`config.mk`:
```
export PLATFORM = sky130hd
export DESIGN_NAME = fdc_dma_req
export DESIGN_NICKNAME = d
export VERILOG_FILES = /design/src/rtl/fdc_dma_pkg.sv /design/src/rtl/fdc_req_gen.sv /design/src/rtl/fdc_ack_decode.sv /design/src/rtl/fdc_dma_req.sv
export SDC_FILE = /design/constraint.sdc
export NUM_CORES = 1
export LEC_CHECK = 0
export BUFFER_PORTS_ARGS = -buffer_cell sky130_fd_sc_hd__buf_2
export CORE_AREA = 4 4 41 43
export DETAILED_ROUTE_END_ITERATION = 8
export DIE_AREA = 0 0 45 47
export GPL_TIMING_DRIVEN = 1
export PLACE_DENSITY = 0.71
export SYNTH_ARGS = -nofsm -noshare
export SYNTH_HDL_FRONTEND = slang
export SYNTH_HIERARCHICAL = 1
export SYNTH_SLANG_ARGS = --single-unit
```
`constraint.sdc`:
```
create_clock -name clk -period 3.66 [get_ports clk]
set_input_delay 0.366 -clock clk [delete_from_list [all_inputs] [get_ports clk]]
set_output_delay 0.366 -clock clk [all_outputs]
set_load 0.1 [all_outputs]
```
`src/rtl/fdc_dma_pkg.sv`:
```
// Shared definitions for the disk-controller DMA handshake.
// Assumes nothing beyond being compiled before the modules that import it.
package fdc_dma_pkg;

    // Default data FIFO depth in bytes
    localparam int DEF_FIFO_DEPTH = 8;

    // Transfer mode as seen by the request generator
    typedef enum logic [1:0] {
        MODE_BYTE_WR = 2'b00,
        MODE_BYTE_RD = 2'b01,
        MODE_FIFO_WR = 2'b10,
        MODE_FIFO_RD = 2'b11
    } xfer_mode_e;

    // Build the mode code from the FIFO-enable and direction flags
    function automatic xfer_mode_e make_mode(input logic fifo_en, input logic dir_rd);
        return xfer_mode_e'({fifo_en, dir_rd});
    endfunction

endpackage

```
`src/rtl/fdc_req_gen.sv`:
```
// DMA request generator.
// In byte mode it requests one byte at a time and drops the request on the
// acknowledge. In FIFO mode it requests with threshold/empty-or-full
// hysteresis. Assumes level and threshold never exceed FIFO_DEPTH.
module fdc_req_gen
    import fdc_dma_pkg::*;
#(
    parameter  int FIFO_DEPTH = DEF_FIFO_DEPTH,
    localparam int LVL_W      = $clog2(FIFO_DEPTH + 1)
) (
    input  logic             clk,
    input  logic             rst_n,
    input  logic             req_allow,
    input  xfer_mode_e       mode,
    input  logic [LVL_W-1:0] fifo_level,
    input  logic [LVL_W-1:0] fifo_thresh,
    input  logic             ack_act,
    output logic             drq
);

    localparam logic [LVL_W-1:0] FULL_LVL = LVL_W'(FIFO_DEPTH);

    logic [LVL_W-1:0] space;
    logic             start_c;
    logic             stop_c;

    // Free space in the FIFO
    assign space = FULL_LVL - fifo_level;

    // Start and stop conditions for each transfer mode
    always_comb begin
        start_c = 1'b0;
        stop_c  = 1'b0;
        unique case (mode)
            MODE_BYTE_RD: begin
                start_c = (fifo_level != '0) && !ack_act;
                stop_c  = ack_act;
            end
            MODE_BYTE_WR: begin
                start_c = (fifo_level == '0) && !ack_act;
                stop_c  = ack_act;
            end
            MODE_FIFO_RD: begin
                start_c = (fifo_level >= fifo_thresh) && (fifo_level != '0);
                stop_c  = (fifo_level == '0);
            end
            MODE_FIFO_WR: begin
                start_c = (space >= fifo_thresh) && (fifo_level != FULL_LVL);
                stop_c  = (fifo_level == FULL_LVL);
            end
            default: ;
        endcase
    end

    // Request register with set/clear hysteresis
    always_ff @(posedge clk) begin
        if (!rst_n || !req_allow) begin
            drq <= 1'b0;
        end else if (drq) begin
            drq <= !stop_c;
        end else begin
            drq <= start_c;
        end
    end

endmodule

```
`src/rtl/fdc_ack_decode.sv`:
```
// Acknowledge decoder.
// The active-low acknowledge alone selects the FIFO; no address is used.
// It emits one-cycle FIFO strobes and a verify-mode pseudo read.
// Assumes synchronous inputs and that a bus strobe comes with the
// acknowledge edge.
module fdc_ack_decode (
    input  logic clk,
    input  logic rst_n,
    input  logic sel_ok,
    input  logic fifo_en,
    input  logic dir_rd,
    input  logic dack_n,
    input  logic ior_n,
    input  logic iow_n,
    output logic fifo_rd,
    output logic fifo_wr,
    output logic pseudo_rd
);

    logic ack;
    logic rd_now, wr_now, ps_now;
    logic rd_prev, wr_prev, ack_prev;

    // Qualified access conditions in the current cycle
    always_comb begin
        ack    = sel_ok && !dack_n;
        rd_now = ack && dir_rd && !ior_n;
        wr_now = ack && !dir_rd && !iow_n;
        ps_now = ack && !ack_prev && dir_rd && !fifo_en && ior_n && iow_n;
    end

    // History of the access conditions for edge detection
    always_ff @(posedge clk) begin
        if (!rst_n) begin
            rd_prev  <= 1'b0;
            wr_prev  <= 1'b0;
            ack_prev <= 1'b0;
        end else begin
            rd_prev  <= rd_now;
            wr_prev  <= wr_now;
            ack_prev <= ack;
        end
    end

    // One-cycle output strobes on the leading edge of each access
    always_ff @(posedge clk) begin
        if (!rst_n) begin
            fifo_rd   <= 1'b0;
            fifo_wr   <= 1'b0;
            pseudo_rd <= 1'b0;
        end else begin
            fifo_rd   <= rd_now && !rd_prev;
            fifo_wr   <= wr_now && !wr_prev;
            pseudo_rd <= ps_now;
        end
    end

endmodule

```
`src/rtl/fdc_dma_req.sv`:
```
// DMA request / acknowledge handshake for a disk controller data phase.
// It combines the request generator and the acknowledge decoder.
// Requests are allowed only while DMA is enabled and a transfer is running,
// and never during a FIFO-mode verify command.
module fdc_dma_req
    import fdc_dma_pkg::*;
#(
    parameter  int FIFO_DEPTH = DEF_FIFO_DEPTH,
    localparam int LVL_W      = $clog2(FIFO_DEPTH + 1)
) (
    input  logic             clk,
    input  logic             rst_n,
    input  logic             dma_en,
    input  logic             xfer_active,
    input  logic             fifo_en,
    input  logic             dir_rd,
    input  logic             verify_cmd,
    input  logic [LVL_W-1:0] fifo_level,
    input  logic [LVL_W-1:0] fifo_thresh,
    input  logic             dack_n,
    input  logic             ior_n,
    input  logic             iow_n,
    output logic             drq,
    output logic             fifo_rd,
    output logic             fifo_wr,
    output logic             pseudo_rd
);

    logic       sel_ok;
    logic       req_allow;
    xfer_mode_e mode;

    // Qualification shared by both halves
    assign sel_ok    = dma_en && xfer_active;
    assign req_allow = sel_ok && !(fifo_en && verify_cmd);
    assign mode      = make_mode(fifo_en, dir_rd);

    fdc_req_gen #(.FIFO_DEPTH(FIFO_DEPTH)) u_req (
        .clk         (clk),
        .rst_n       (rst_n),
        .req_allow   (req_allow),
        .mode        (mode),
        .fifo_level  (fifo_level),
        .fifo_thresh (fifo_thresh),
        .ack_act     (!dack_n),
        .drq         (drq)
    );

    fdc_ack_decode u_ack (
        .clk       (clk),
        .rst_n     (rst_n),
        .sel_ok    (sel_ok),
        .fifo_en   (fifo_en),
        .dir_rd    (dir_rd),
        .dack_n    (dack_n),
        .ior_n     (ior_n),
        .iow_n     (iow_n),
        .fifo_rd   (fifo_rd),
        .fifo_wr   (fifo_wr),
        .pseudo_rd (pseudo_rd)
    );

endmodule

```
==> results of run 1 <==
-- metrics by stage --
stage / cells / setup WS [ns]
after global routing: 98 / 1.88
after floorplan: 58 / 1.84
after global placement: 94 / 1.72
final: 98 / 1.95
after CTS: 98 / 1.95
after detailed placement: 94 / 1.69
-- cell families after synthesis --
logic type	Yosys count	synth area share
AND/OR/NAND/NOR	24	0.290
flip-flops	7	0.248
adder cells (fa/ha/maj)	8	0.177
XOR/XNOR	3	0.0465
AO/OA/AOI/OAI	8	0.186
buffers and inverters	8	0.0531
-- power groups by stage --
stage	Clock, mW	Combinational [mW]	Sequential (mW)
global placement	0	0.0570	0.0794
finish	0.0680	0.0578	0.0779
floorplan	0	0.0328	0.0834
detailed placement	0	0.0583	0.0795
CTS	0.0720	0.0584	0.0779
global route	0.0761	0.0649	0.0779
-- Yosys cell counts --
library cell	n	area share
sky130_fd_sc_hd__a2111oi_4	1	0.049
sky130_fd_sc_hd__a211oi_1	1	0.013
sky130_fd_sc_hd__a21boi_4	1	0.033
sky130_fd_sc_hd__a221oi_2	2	0.053
sky130_fd_sc_hd__a31o_2	1	0.015
sky130_fd_sc_hd__and2_4	1	0.015
sky130_fd_sc_hd__dfxtp_1	7	0.25
sky130_fd_sc_hd__ha_1	8	0.18
sky130_fd_sc_hd__inv_1	8	0.053
sky130_fd_sc_hd__nand2_1	6	0.040
sky130_fd_sc_hd__nand3b_1	1	0.013
sky130_fd_sc_hd__nand4b_2	1	0.027
sky130_fd_sc_hd__nor2_1	2	0.013
sky130_fd_sc_hd__nor2b_1	2	0.022
sky130_fd_sc_hd__nor2b_2	1	0.015
sky130_fd_sc_hd__nor3_1	4	0.035
sky130_fd_sc_hd__nor3b_1	2	0.027
sky130_fd_sc_hd__nor3b_2	1	0.022
sky130_fd_sc_hd__nor4_1	1	0.011
sky130_fd_sc_hd__nor4_2	1	0.022
sky130_fd_sc_hd__nor4b_2	1	0.027
sky130_fd_sc_hd__o211ai_1	1	0.013
sky130_fd_sc_hd__o21ai_1	1	0.0088
sky130_fd_sc_hd__xnor2_1	1	0.015
sky130_fd_sc_hd__xor2_1	2	0.031
-- worst paths after layout --
check | endpoint | start | depth (start not counted)
max reg2reg | u_req/drq | u_req/drq | 2
max | u_req/drq | fifo_level[0] | 9
min reg2reg | u_ack/fifo_rd | u_ack/rd_prev | 1
min | u_ack/rd_prev | ior_n | 2
-- layout make-up --
| class | count | share of cell area |
|---|---|---|
| flip-flops and latches | 7 | 0.196 |
| clock buffers | 4 | 0.0367 |
| multi-input cells | 43 | 0.552 |
| repair buffers | 21 | 0.147 |
| well taps | 15 | 0.0262 |
| inverters | 8 | 0.0420 |
-- flip-flops by register name, summed over array words and instances, names as in the netlist --
signal and count:
u_ack/fifo_wr 1, u_ack/fifo_rd 1, u_req/drq 1, u_ack/wr_prev 1, u_ack/pseudo_rd 1, u_ack/rd_prev 1, u_ack/ack_prev 1
-- metal layers --
layer	GRT usage	wire [µm]	up-vias
met4	0	0	0
li1	-	-	261
met2	0.169	475	15
met3	0.0613	84	0
met5	0	0	-
met1	0.142	515	210
==> metrics.txt, run 1 <==
# TYPE chip_impl_metric gauge
chip_impl_info{name="run_status",value="finished, final reports clean"} 1
chip_impl_metric{name="slew-limit-headroom",unit=""} 0.678
chip_impl_metric{name="initial_core_utilization",unit=""} 0.435
chip_impl_metric{name="worstPathBufferInverterCount",unit=""} 2
chip_impl_metric{name="final_design_area_no_fill",unit="µm²"} 716
chip_impl_metric{name="critical_path.max_stage_delay",unit="ns"} 0.28
chip_impl_metric{name="routed_wl",unit="mm"} 1.07
chip_impl_metric{name="design.die.area",unit="mm²"} 0.00212
chip_impl_metric{name="groute.usage.overall",unit=""} 0.109
chip_impl_metric{name="synth_nets",unit=""} 84
chip_impl_metric{name="drc",unit=""} 0
chip_impl_metric{name="layout.nets",unit=""} 110
chip_impl_metric{name="grt_max_degree",unit=""} 9
chip_impl_metric{name="dpl-instance-area",unit="µm²"} 689
chip_impl_metric{name="seqPwrFrac",unit=""} 0.383
chip_impl_metric{name="drt_first_pass_iters",unit=""} 2
chip_impl_info{name="hold_class",value="primary input to flop"} 1
chip_impl_metric{name="buffers_added_on_ports",unit=""} 21
chip_impl_metric{name="post-cts-setup-buffers",unit=""} 0
chip_impl_metric{name="switchingPower",unit="mW"} 0.0587
chip_impl_metric{name="syn_area",unit="µm²"} 566
chip_impl_metric{name="first_iter_violations",unit=""} 4
chip_impl_metric{name="grt-ovfl-total",unit=""} 0
chip_impl_metric{name="n_fill_cell",unit=""} 133
chip_impl_info{name="final_cell_mix",value="21 x sky130_fd_sc_hd__buf_2, 8 x sky130_fd_sc_hd__inv_1, 8 x sky130_fd_sc_hd__ha_1, 7 x sky130_fd_sc_hd__dfxtp_1, 6 x sky130_fd_sc_hd__nand2_1"} 1
chip_impl_metric{name="fmax",unit="MHz"} 584
chip_impl_metric{name="power.share.clock",unit=""} 0.334
chip_impl_metric{name="area_growth_syn_to_layout",unit="%"} 26.5
chip_impl_metric{name="die-height",unit="µm"} 47
chip_impl_metric{name="post_drt_via_cell_ratio",unit=""} 4.96
chip_impl_metric{name="switching_share",unit=""} 0.288
chip_impl_info{name="clockRootBuffer",value="sky130_fd_sc_hd__clkbuf_4"} 1
chip_impl_metric{name="clkTransAtPathRegs",unit="ns"} 0.05
chip_impl_metric{name="die_w",unit="µm"} 45
chip_impl_metric{name="total_power",unit="mW"} 0.204
chip_impl_metric{name="ctsLongestPathBuffers",unit=""} 2
chip_impl_metric{name="sum_of_negative_setup_slack",unit="ns"} 0
chip_impl_info{name="worst_path_max_delay_cell",value="sky130_fd_sc_hd__ha_1"} 1
chip_impl_metric{name="synth_cells",unit=""} 58
chip_impl_metric{name="wire_per_inst",unit="µm"} 11.0
chip_impl_info{name="most_common_cell_after_layout_fill_and_taps_aside",value="sky130_fd_sc_hd__buf_2"} 1
chip_impl_metric{name="finalHoldViolations",unit=""} 0
chip_impl_metric{name="cellInternalPower",unit="mW"} 0.145
chip_impl_metric{name="count_of_hold_fix_buffers_inserted_at_cts",unit=""} 0
chip_impl_metric{name="clock_insertion_delay_worst_skew",unit="ns"} 0.24
chip_impl_metric{name="worst_pin_slew",unit="ns"} 0.486
chip_impl_metric{name="gp_congestion",unit=""} 0.750
chip_impl_metric{name="vias",unit=""} 486
chip_impl_info{name="timing.setup.critical_path_class",value="primary input to flop"} 1
chip_impl_metric{name="data_required_time_of_the_worst_path",unit="ns"} 3.78
chip_impl_metric{name="finalCritPeriodShare",unit=""} 0.468
chip_impl_metric{name="synth.ff_latch_count",unit=""} 7
chip_impl_metric{name="drt.antenna.violating_nets",unit=""} 0
chip_impl_metric{name="crit_path_max_fanout",unit=""} 3
chip_impl_metric{name="post_synth_num_cell_types",unit=""} 25
chip_impl_metric{name="grt_pass1_wl",unit="mm"} 1.68
chip_impl_metric{name="yosysSeqAreaShare",unit=""} 0.248
chip_impl_metric{name="syn_avg_cell_area",unit="µm²"} 9.75
chip_impl_info{name="clock_tree_from_tritoncts",value="built"} 1
chip_impl_metric{name="cts_buffers",unit=""} 3
chip_impl_metric{name="postCtsResizedCells",unit=""} 0
chip_impl_info{name="unrepaired_setup_endpoints_after_global_routing",value="false"} 1
chip_impl_metric{name="multi_input_area",unit="µm²"} 395
chip_impl_metric{name="post-route-util",unit=""} 0.550
chip_impl_info{name="setup.worst_path.start_class",value="primary input"} 1
chip_impl_metric{name="pwr-share-comb",unit=""} 0.284
chip_impl_metric{name="fp-row-count",unit=""} 13
chip_impl_metric{name="ys.warnings.count",unit=""} 6
chip_impl_metric{name="pin_count",unit=""} 22
chip_impl_metric{name="fraction_of_layout_instances_using_a_drive_strength_above_1",unit=""} 0.422
chip_impl_metric{name="seqCellArea",unit="µm²"} 140
chip_impl_metric{name="timing.hold.ws",unit="ns"} 0.301
chip_impl_info{name="critical_path.cell_chain",value="buf_2 -> inv_1 -> ha_1 -> xnor2_1 -> ha_1 -> a211oi_1 -> o21ai_1 -> a221oi_2 -> a221oi_2"} 1
chip_impl_metric{name="setup.reg_to_reg.worst_slack",unit="ns"} 2.91
chip_impl_metric{name="power_density",unit="mW/mm²"} 285
chip_impl_metric{name="h-tree-depth",unit=""} 1
chip_impl_metric{name="dpl.hpwl",unit="µm"} 958
chip_impl_metric{name="antenna_violations_before_repair",unit=""} 0
chip_impl_metric{name="first_global_vias",unit=""} 453
chip_impl_metric{name="number_of_violations_of_the_max_capacitance_limit",unit=""} 0
chip_impl_metric{name="power.ir.vdd_worst",unit="µV"} 193
chip_impl_metric{name="total_leakage_power",unit="nW"} 0.353
chip_impl_info{name="largest_delay_share_family_worst_path",value="compound AO/OA/AOI/OAI gates"} 1
chip_impl_metric{name="setup_viol_count_final",unit=""} 0
chip_impl_info{name="worstSetupEndpointType",value="flop"} 1
chip_impl_metric{name="min_period",unit="ns"} 1.71
chip_impl_metric{name="fin_skew",unit="ns"} 0.000212
chip_impl_metric{name="maxSlewViolCount",unit=""} 0
chip_impl_metric{name="antenna_diode_count",unit=""} 0
chip_impl_metric{name="cts_num_sinks",unit=""} 7
chip_impl_metric{name="placeableCoreArea",unit="mm²"} 0.00130
chip_impl_metric{name="worst_ep_arrival_time",unit="ns"} 1.84
(Power assumes the default switching activity.)
==> run 2: changes to the inputs <==
clock period = 1.6 ns   (was 3.66 ns; I/O delays follow)
==> run 2 against run 1 <==
Compared with the run above: cell count is 6.1% higher; combinational power grew to 2.7 times the previous value; utilization is 4.4 points higher; critical path depth stayed put; die area stayed put; clock-buffer cell count stayed put; clock skew is 0.0037 ns higher; largest cell class unchanged.
==> metrics.txt, run 2 (synthesis gave the netlist of run 1 again) <==
# TYPE chip_impl_metric gauge
chip_impl_metric{name="seqCellArea",unit="µm²"} 140
chip_impl_metric{name="count_of_hold_fix_buffers_inserted_at_cts",unit=""} 0
chip_impl_metric{name="slew-limit-headroom",unit=""} 0.679
chip_impl_info{name="largest_delay_share_family_worst_path",value="compound AO/OA/AOI/OAI gates"} 1
chip_impl_info{name="worstSetupEndpointType",value="flop"} 1
chip_impl_metric{name="initial_core_utilization",unit=""} 0.435
chip_impl_metric{name="worst_pin_slew",unit="ns"} 0.485
chip_impl_metric{name="fraction_of_layout_instances_using_a_drive_strength_above_1",unit=""} 0.494
chip_impl_info{name="min_delay_worst_endpoint",value="u_ack/rd_prev"} 1
chip_impl_info{name="final_cell_mix",value="21 x sky130_fd_sc_hd__buf_2, 8 x sky130_fd_sc_hd__inv_1, 7 x sky130_fd_sc_hd__dfxtp_1, 7 x sky130_fd_sc_hd__ha_1"} 1
chip_impl_info{name="r2r_start",value="u_req/drq"} 1
chip_impl_metric{name="hold_path_depth",unit=""} 2
chip_impl_metric{name="number_of_violations_of_the_max_capacitance_limit",unit=""} 0
chip_impl_metric{name="power_density",unit="mW/mm²"} 642
chip_impl_metric{name="vias",unit=""} 514
chip_impl_metric{name="fp-row-count",unit=""} 13
chip_impl_metric{name="min_period",unit="ns"} 1.53
chip_impl_metric{name="buffers_added_on_ports",unit=""} 21
chip_impl_metric{name="clock_insertion_delay_worst_skew",unit="ns"} 0.25
chip_impl_metric{name="crit_path_max_fanout",unit=""} 2
chip_impl_info{name="hold_class",value="primary input to flop"} 1
chip_impl_metric{name="maxSlewViolCount",unit=""} 0
chip_impl_metric{name="pin_count",unit=""} 22
chip_impl_metric{name="layout.nets",unit=""} 116
chip_impl_metric{name="area_growth_syn_to_layout",unit="%"} 36.7
chip_impl_metric{name="drt.antenna.violating_nets",unit=""} 0
chip_impl_metric{name="grt_max_degree",unit=""} 9
chip_impl_metric{name="drt_first_pass_iters",unit=""} 4
chip_impl_info{name="hp-start",value="ior_n"} 1
chip_impl_metric{name="design.die.area",unit="mm²"} 0.00212
chip_impl_metric{name="cellInternalPower",unit="mW"} 0.347
chip_impl_metric{name="critical_path.max_stage_delay",unit="ns"} 0.33
chip_impl_info{name="setup.worst_path.start_class",value="primary input"} 1
chip_impl_metric{name="final_design_area_no_fill",unit="µm²"} 773
chip_impl_metric{name="die_w",unit="µm"} 45
chip_impl_metric{name="worst_ep_arrival_time",unit="ns"} 1.66
chip_impl_metric{name="non_filler_instances",unit=""} 104
chip_impl_metric{name="power.share.clock",unit=""} 0.330
chip_impl_metric{name="rr_worst_depth",unit=""} 2
chip_impl_metric{name="finalHoldViolations",unit=""} 0
chip_impl_metric{name="cts_buffers",unit=""} 3
chip_impl_metric{name="power.ir.vdd_worst",unit="µV"} 397
chip_impl_metric{name="antenna_violations_before_repair",unit=""} 0
chip_impl_metric{name="grt-ovfl-total",unit=""} 0
chip_impl_metric{name="data_required_time_of_the_worst_path",unit="ns"} 1.73
chip_impl_metric{name="ctsLongestPathBuffers",unit=""} 2
chip_impl_metric{name="placedCellCount",unit=""} 99
chip_impl_metric{name="n_fill_cell",unit=""} 125
chip_impl_metric{name="antenna_diode_count",unit=""} 0
chip_impl_metric{name="fmax",unit="MHz"} 653
chip_impl_info{name="critical_path.cell_chain",value="buf_2 -> inv_1 -> ha_2 -> xnor2_1 -> ha_1 -> a211oi_2 -> o21ai_1 -> a221oi_2 -> a221oi_2"} 1
chip_impl_metric{name="clkTransAtPathRegs",unit="ns"} 0.06
chip_impl_metric{name="routed_wl",unit="mm"} 1.21
chip_impl_metric{name="placeableCoreArea",unit="mm²"} 0.00130
chip_impl_metric{name="gp_congestion",unit=""} 0.728
chip_impl_metric{name="switching_share",unit=""} 0.302
chip_impl_info{name="clock_tree_from_tritoncts",value="built"} 1
chip_impl_metric{name="groute.usage.overall",unit=""} 0.137
chip_impl_metric{name="setup.reg_to_reg.worst_slack",unit="ns"} 0.83
chip_impl_info{name="timing.setup.critical_path_class",value="primary input to flop"} 1
chip_impl_info{name="clockRootBuffer",value="sky130_fd_sc_hd__clkbuf_4"} 1
chip_impl_metric{name="multi_input_area",unit="µm²"} 408
chip_impl_metric{name="pwr-share-comb",unit=""} 0.311
chip_impl_info{name="run_status",value="finished, final reports clean"} 1
chip_impl_metric{name="fin_skew",unit="ns"} 0.00387
chip_impl_metric{name="first_iter_violations",unit=""} 12
chip_impl_metric{name="seqPwrFrac",unit=""} 0.358
chip_impl_metric{name="wire_per_inst",unit="µm"} 11.7
chip_impl_metric{name="grt_pass1_wl",unit="mm"} 2.08
chip_impl_metric{name="dpl.hpwl",unit="mm"} 1.03
chip_impl_metric{name="die-height",unit="µm"} 47
chip_impl_metric{name="worstPathBufferInverterCount",unit=""} 2
chip_impl_metric{name="dpl-instance-area",unit="µm²"} 727
chip_impl_metric{name="setup_viol_count_final",unit=""} 0
chip_impl_info{name="most_common_cell_after_layout_fill_and_taps_aside",value="sky130_fd_sc_hd__buf_2"} 1
chip_impl_metric{name="post-route-util",unit=""} 0.594
chip_impl_info{name="worst_path_max_delay_cell",value="sky130_fd_sc_hd__ha_1"} 1
chip_impl_info{name="regToRegEndpoint",value="u_req/drq"} 1
chip_impl_metric{name="drc",unit=""} 0
chip_impl_metric{name="post_drt_via_cell_ratio",unit=""} 4.94
chip_impl_metric{name="switchingPower",unit="mW"} 0.150
chip_impl_metric{name="finalCritPeriodShare",unit=""} 0.957
chip_impl_info{name="cell_type_with_the_highest_occurrence_count_on_the_critical_path",value="sky130_fd_sc_hd__a221oi_2"} 1
chip_impl_metric{name="cts_num_sinks",unit=""} 7
chip_impl_metric{name="worstSetupPathDepth",unit=""} 9
chip_impl_metric{name="sum_of_negative_setup_slack",unit="ns"} 0
chip_impl_metric{name="first_global_vias",unit=""} 491
chip_impl_metric{name="h-tree-depth",unit=""} 1
chip_impl_metric{name="total_leakage_power",unit="nW"} 0.383
## run 2: worst reg2reg max path, cell delays in order (launching register included)
cell                       delay [ns]
sky130_fd_sc_hd__dfxtp_1         0.38
sky130_fd_sc_hd__a221oi_2        0.05
sky130_fd_sc_hd__a221oi_2        0.26
## run 2: per-layer routing
metal / global-route usage / up-vias / part of all wire / wire length (µm)
li1: - / 270 / - / -
met3: 0.0613 / 0 / 0.082 / 100
met5: 0 / - / 0 / 0
met4: 0.0351 / 0 / 0 / 0
met1: 0.173 / 228 / 0.44 / 540
met2: 0.215 / 16 / 0.47 / 573
## run 2: power by group through the flow
stage	Combinational [mW]	Clock, mW	Sequential (mW)
after floorplan	0.0751	0	0.191
after global placement	0.140	0	0.182
after detailed placement	0.144	0	0.182
after CTS	0.144	0.169	0.178
after global routing	0.174	0.183	0.178
final	0.155	0.164	0.178
## run 2: through the flow
step | hold slack, ns | setup slack [ns] | total power [mW]
4_1_cts | 0.0847 | 0.0666 | 0.492
6_report | 0.0867 | 0.0686 | 0.497
3_5_place_dp | 0.353 | -0.196 | 0.326
5_1_grt | 0.0949 | -0.0404 | 0.535
2_1_floorplan | 0.232 | 0.00360 | 0.266
3_3_place_gp | 0.349 | -0.150 | 0.321
## run 2: how the worst max path moves through the flow
stage / from / end / slack (ns)
floorplan: fifo_level[0] / u_req/drq / 0.004
global placement: fifo_level[0] / u_req/drq / -0.15
detailed placement: fifo_level[0] / u_req/drq / -0.20
CTS: fifo_level[0] / u_req/drq / 0.07
global route: fifo_level[0] / u_req/drq / -0.04
finish: fifo_level[0] / u_req/drq / 0.07
## run 2: layout make-up
cell class | instances | area share
Tap cell | 15 | 0.0243
Inverter | 8 | 0.0388
Sequential cell | 7 | 0.181
Clock buffer | 4 | 0.0340
Multi-Input combinational cell | 43 | 0.528
Timing Repair Buffer | 27 | 0.194
## run 2: what timing repair did
action	4_1_cts	5_1_grt
gates resized for setup	0	3
setup buffers	0	1
endpoints found under the setup margin	0	1
==> run 3: changes to the inputs <==
CELL_PAD_IN_SITES_DETAIL_PLACEMENT = 1   (was not set)
CELL_PAD_IN_SITES_GLOBAL_PLACEMENT = 2   (was not set)
CORE_AREA = not set   (was 4 4 41 43)
CORE_ASPECT_RATIO = 0.7   (was not set)
CORE_MARGIN = 4   (was not set)
CORE_UTILIZATION = 27   (was not set)
DIE_AREA = not set   (was 0 0 45 47)
PLACE_DENSITY = not set   (was 0.71)
PLACE_DENSITY_LB_ADDON = 0.1   (was not set)
==> run 3 against run 2 <==
Compared with the run above: combinational power shrank 3%; die area grew 37%; power decreased by 1.7%; non-clock buffer count is the same; utilization is 19 points lower; worst setup slack improved by 0.031 ns; clock power is 2% lower; global-route usage shrank 2.5 points; clock-buffer cell count stayed put; sequential share of layout area hardly changed; sequential cell count is the same; critical endpoint unchanged.
==> metrics.txt, run 3 (synthesis gave the netlist of run 1 again) <==
# TYPE chip_impl_metric gauge
chip_impl_metric{name="gp_congestion",unit=""} 0.650
chip_impl_metric{name="grt_pass1_wl",unit="mm"} 2.42
chip_impl_metric{name="finalHoldViolations",unit=""} 0
chip_impl_metric{name="first_global_vias",unit=""} 526
chip_impl_metric{name="drc",unit=""} 0
chip_impl_metric{name="ctsLongestPathBuffers",unit=""} 2
chip_impl_info{name="clock_tree_from_tritoncts",value="built"} 1
chip_impl_metric{name="number_of_violations_of_the_max_capacitance_limit",unit=""} 0
chip_impl_info{name="unrepaired_setup_endpoints_after_global_routing",value="false"} 1
chip_impl_metric{name="global_route.usage.met3",unit=""} 0.0561
chip_impl_metric{name="first_iter_violations",unit=""} 8
chip_impl_metric{name="dpl.hpwl",unit="mm"} 1.26
chip_impl_info{name="most_common_cell_after_layout_fill_and_taps_aside",value="sky130_fd_sc_hd__buf_2"} 1
chip_impl_metric{name="post_drt_via_cell_ratio",unit=""} 4.66
chip_impl_metric{name="slew-limit-headroom",unit=""} 0.678
chip_impl_info{name="final_cell_mix",value="21 x sky130_fd_sc_hd__buf_2, 8 x sky130_fd_sc_hd__inv_1, 8 x sky130_fd_sc_hd__ha_1, 7 x sky130_fd_sc_hd__dfxtp_1"} 1
chip_impl_metric{name="groute.usage.overall",unit=""} 0.113
chip_impl_metric{name="initial_core_utilization",unit=""} 0.295
chip_impl_metric{name="min_period",unit="ns"} 1.50
chip_impl_metric{name="die_w",unit="µm"} 62.7
chip_impl_metric{name="fp-row-count",unit=""} 13
chip_impl_metric{name="area_growth_syn_to_layout",unit="%"} 36.9
chip_impl_info{name="timing.setup.critical_path_class",value="primary input to flop"} 1
chip_impl_metric{name="timing.hold.ws",unit="ns"} 0.103
chip_impl_metric{name="count_of_hold_fix_buffers_inserted_at_cts",unit=""} 0
chip_impl_metric{name="grt.met1_usage",unit=""} 0.164
chip_impl_metric{name="h-tree-depth",unit=""} 1
chip_impl_metric{name="fmax",unit="MHz"} 666
chip_impl_metric{name="worst_ep_arrival_time",unit="ns"} 1.63
chip_impl_metric{name="cts_num_sinks",unit=""} 7
chip_impl_info{name="clockRootBuffer",value="sky130_fd_sc_hd__clkbuf_4"} 1
chip_impl_metric{name="drt.antenna.violating_nets",unit=""} 0
chip_impl_metric{name="sum_of_negative_setup_slack",unit="ns"} 0
chip_impl_metric{name="grt_max_degree",unit=""} 9
chip_impl_metric{name="die-height",unit="µm"} 46.3
chip_impl_metric{name="vias",unit=""} 517
chip_impl_metric{name="routed_wl",unit="mm"} 1.39
chip_impl_metric{name="layout.nets",unit=""} 116
chip_impl_metric{name="wire_per_inst",unit="µm"} 12.5
chip_impl_metric{name="grt-ovfl-total",unit=""} 0
chip_impl_metric{name="placeableCoreArea",unit="mm²"} 0.00192
chip_impl_metric{name="worst_pin_slew",unit="ns"} 0.486
chip_impl_metric{name="maxSlewViolCount",unit=""} 0
chip_impl_metric{name="clock_insertion_delay_worst_skew",unit="ns"} 0.25
chip_impl_metric{name="pin_count",unit=""} 22
chip_impl_metric{name="antenna_diode_count",unit=""} 0
chip_impl_metric{name="crit_path_max_fanout",unit=""} 2
chip_impl_metric{name="finalCritPeriodShare",unit=""} 0.938
chip_impl_metric{name="buffers_added_on_ports",unit=""} 21
chip_impl_metric{name="setup_viol_count_final",unit=""} 0
chip_impl_metric{name="power_density",unit="mW/mm²"} 630
chip_impl_info{name="run_status",value="finished, final reports clean"} 1
chip_impl_metric{name="design.die.area",unit="mm²"} 0.00290
chip_impl_metric{name="drt_first_pass_iters",unit=""} 2
chip_impl_metric{name="total_leakage_power",unit="nW"} 0.384
chip_impl_metric{name="fin_skew",unit="ns"} 0.000189
chip_impl_metric{name="fraction_of_layout_instances_using_a_drive_strength_above_1",unit=""} 0.472
chip_impl_metric{name="data_required_time_of_the_worst_path",unit="ns"} 1.73
chip_impl_metric{name="clkTransAtPathRegs",unit="ns"} 0.05
chip_impl_metric{name="power.ir.vdd_worst",unit="µV"} 356
chip_impl_metric{name="cts_buffers",unit=""} 3
chip_impl_info{name="global_route.peak_usage_layer",value="met1"} 1
chip_impl_metric{name="antenna_violations_before_repair",unit=""} 0
chip_impl_info{name="hold_class",value="primary input to flop"} 1
chip_impl_metric{name="grt_use_met2",unit=""} 0.142
chip_impl_info{name="setup.worst_path.start_class",value="primary input"} 1
chip_impl_info{name="worstSetupEndpointType",value="flop"} 1
## run 3: repair_timing
| action | CTS | global route |
|---|---|---|
| buffers inserted | 0 | 0 |
| endpoints found under the setup margin | 0 | 1 |
| gates resized for setup | 0 | 1 |
## run 3: per-layer routing
| layer | vias up | part of all wire |
|---|---|---|
| li1 | 272 | - |
| met1 | 232 | 0.59 |
| met2 | 13 | 0.34 |
| met3 | 0 | 0.070 |
| met4 | 0 | 0 |
| met5 | - | 0 |
## run 3: through the flow
stage,power [mW],utilization,instance area [µm²],cells,worst slack [ns]
2_1_floorplan,0.266,-,566,58,0.00360
3_3_place_gp,0.331,0.387,743,107,-0.207
3_5_place_dp,0.331,0.387,743,107,-0.199
4_1_cts,0.497,0.401,769,111,0.0627
5_1_grt,0.528,0.404,774,111,0.000330
6_report,0.488,0.404,774,111,0.0994
## run 3: path summary, 6_finish.rpt
path	from	end	slack [ns]	depth (start not counted)
max	fifo_level[0]	u_req/drq	0.1	9
min	ior_n	u_ack/rd_prev	0.10	2
max reg2reg	u_req/drq	u_req/drq	0.85	2
min reg2reg	u_ack/rd_prev	u_ack/fifo_rd	0.39	1
## run 3: final cells by class
type / instances / area (µm²)
inverter: 8 / 30.0
clock buffer: 4 / 26.3
tap: 22 / 27.5
sequential: 7 / 140
multi-input combinational: 43 / 400
timing repair buffer: 27 / 150
fill: 241 / 1140
## run 3: critical path, cell delays in order
cell                       delay, ns
sky130_fd_sc_hd__buf_2          0.09
sky130_fd_sc_hd__inv_1          0.05
sky130_fd_sc_hd__ha_1           0.22
sky130_fd_sc_hd__xnor2_1        0.13
sky130_fd_sc_hd__ha_1           0.31
sky130_fd_sc_hd__a211oi_2       0.23
sky130_fd_sc_hd__o21ai_1        0.10
sky130_fd_sc_hd__a221oi_2       0.24
sky130_fd_sc_hd__a221oi_2       0.09
## run 3: where the power goes
part	leakage (nW)	internal, mW	switching (mW)
registers	0.0566	0.177	0.00132
clock network	0.0150	0.0951	0.0647
logic	0.312	0.0709	0.0792
total	0.384	0.343	0.145
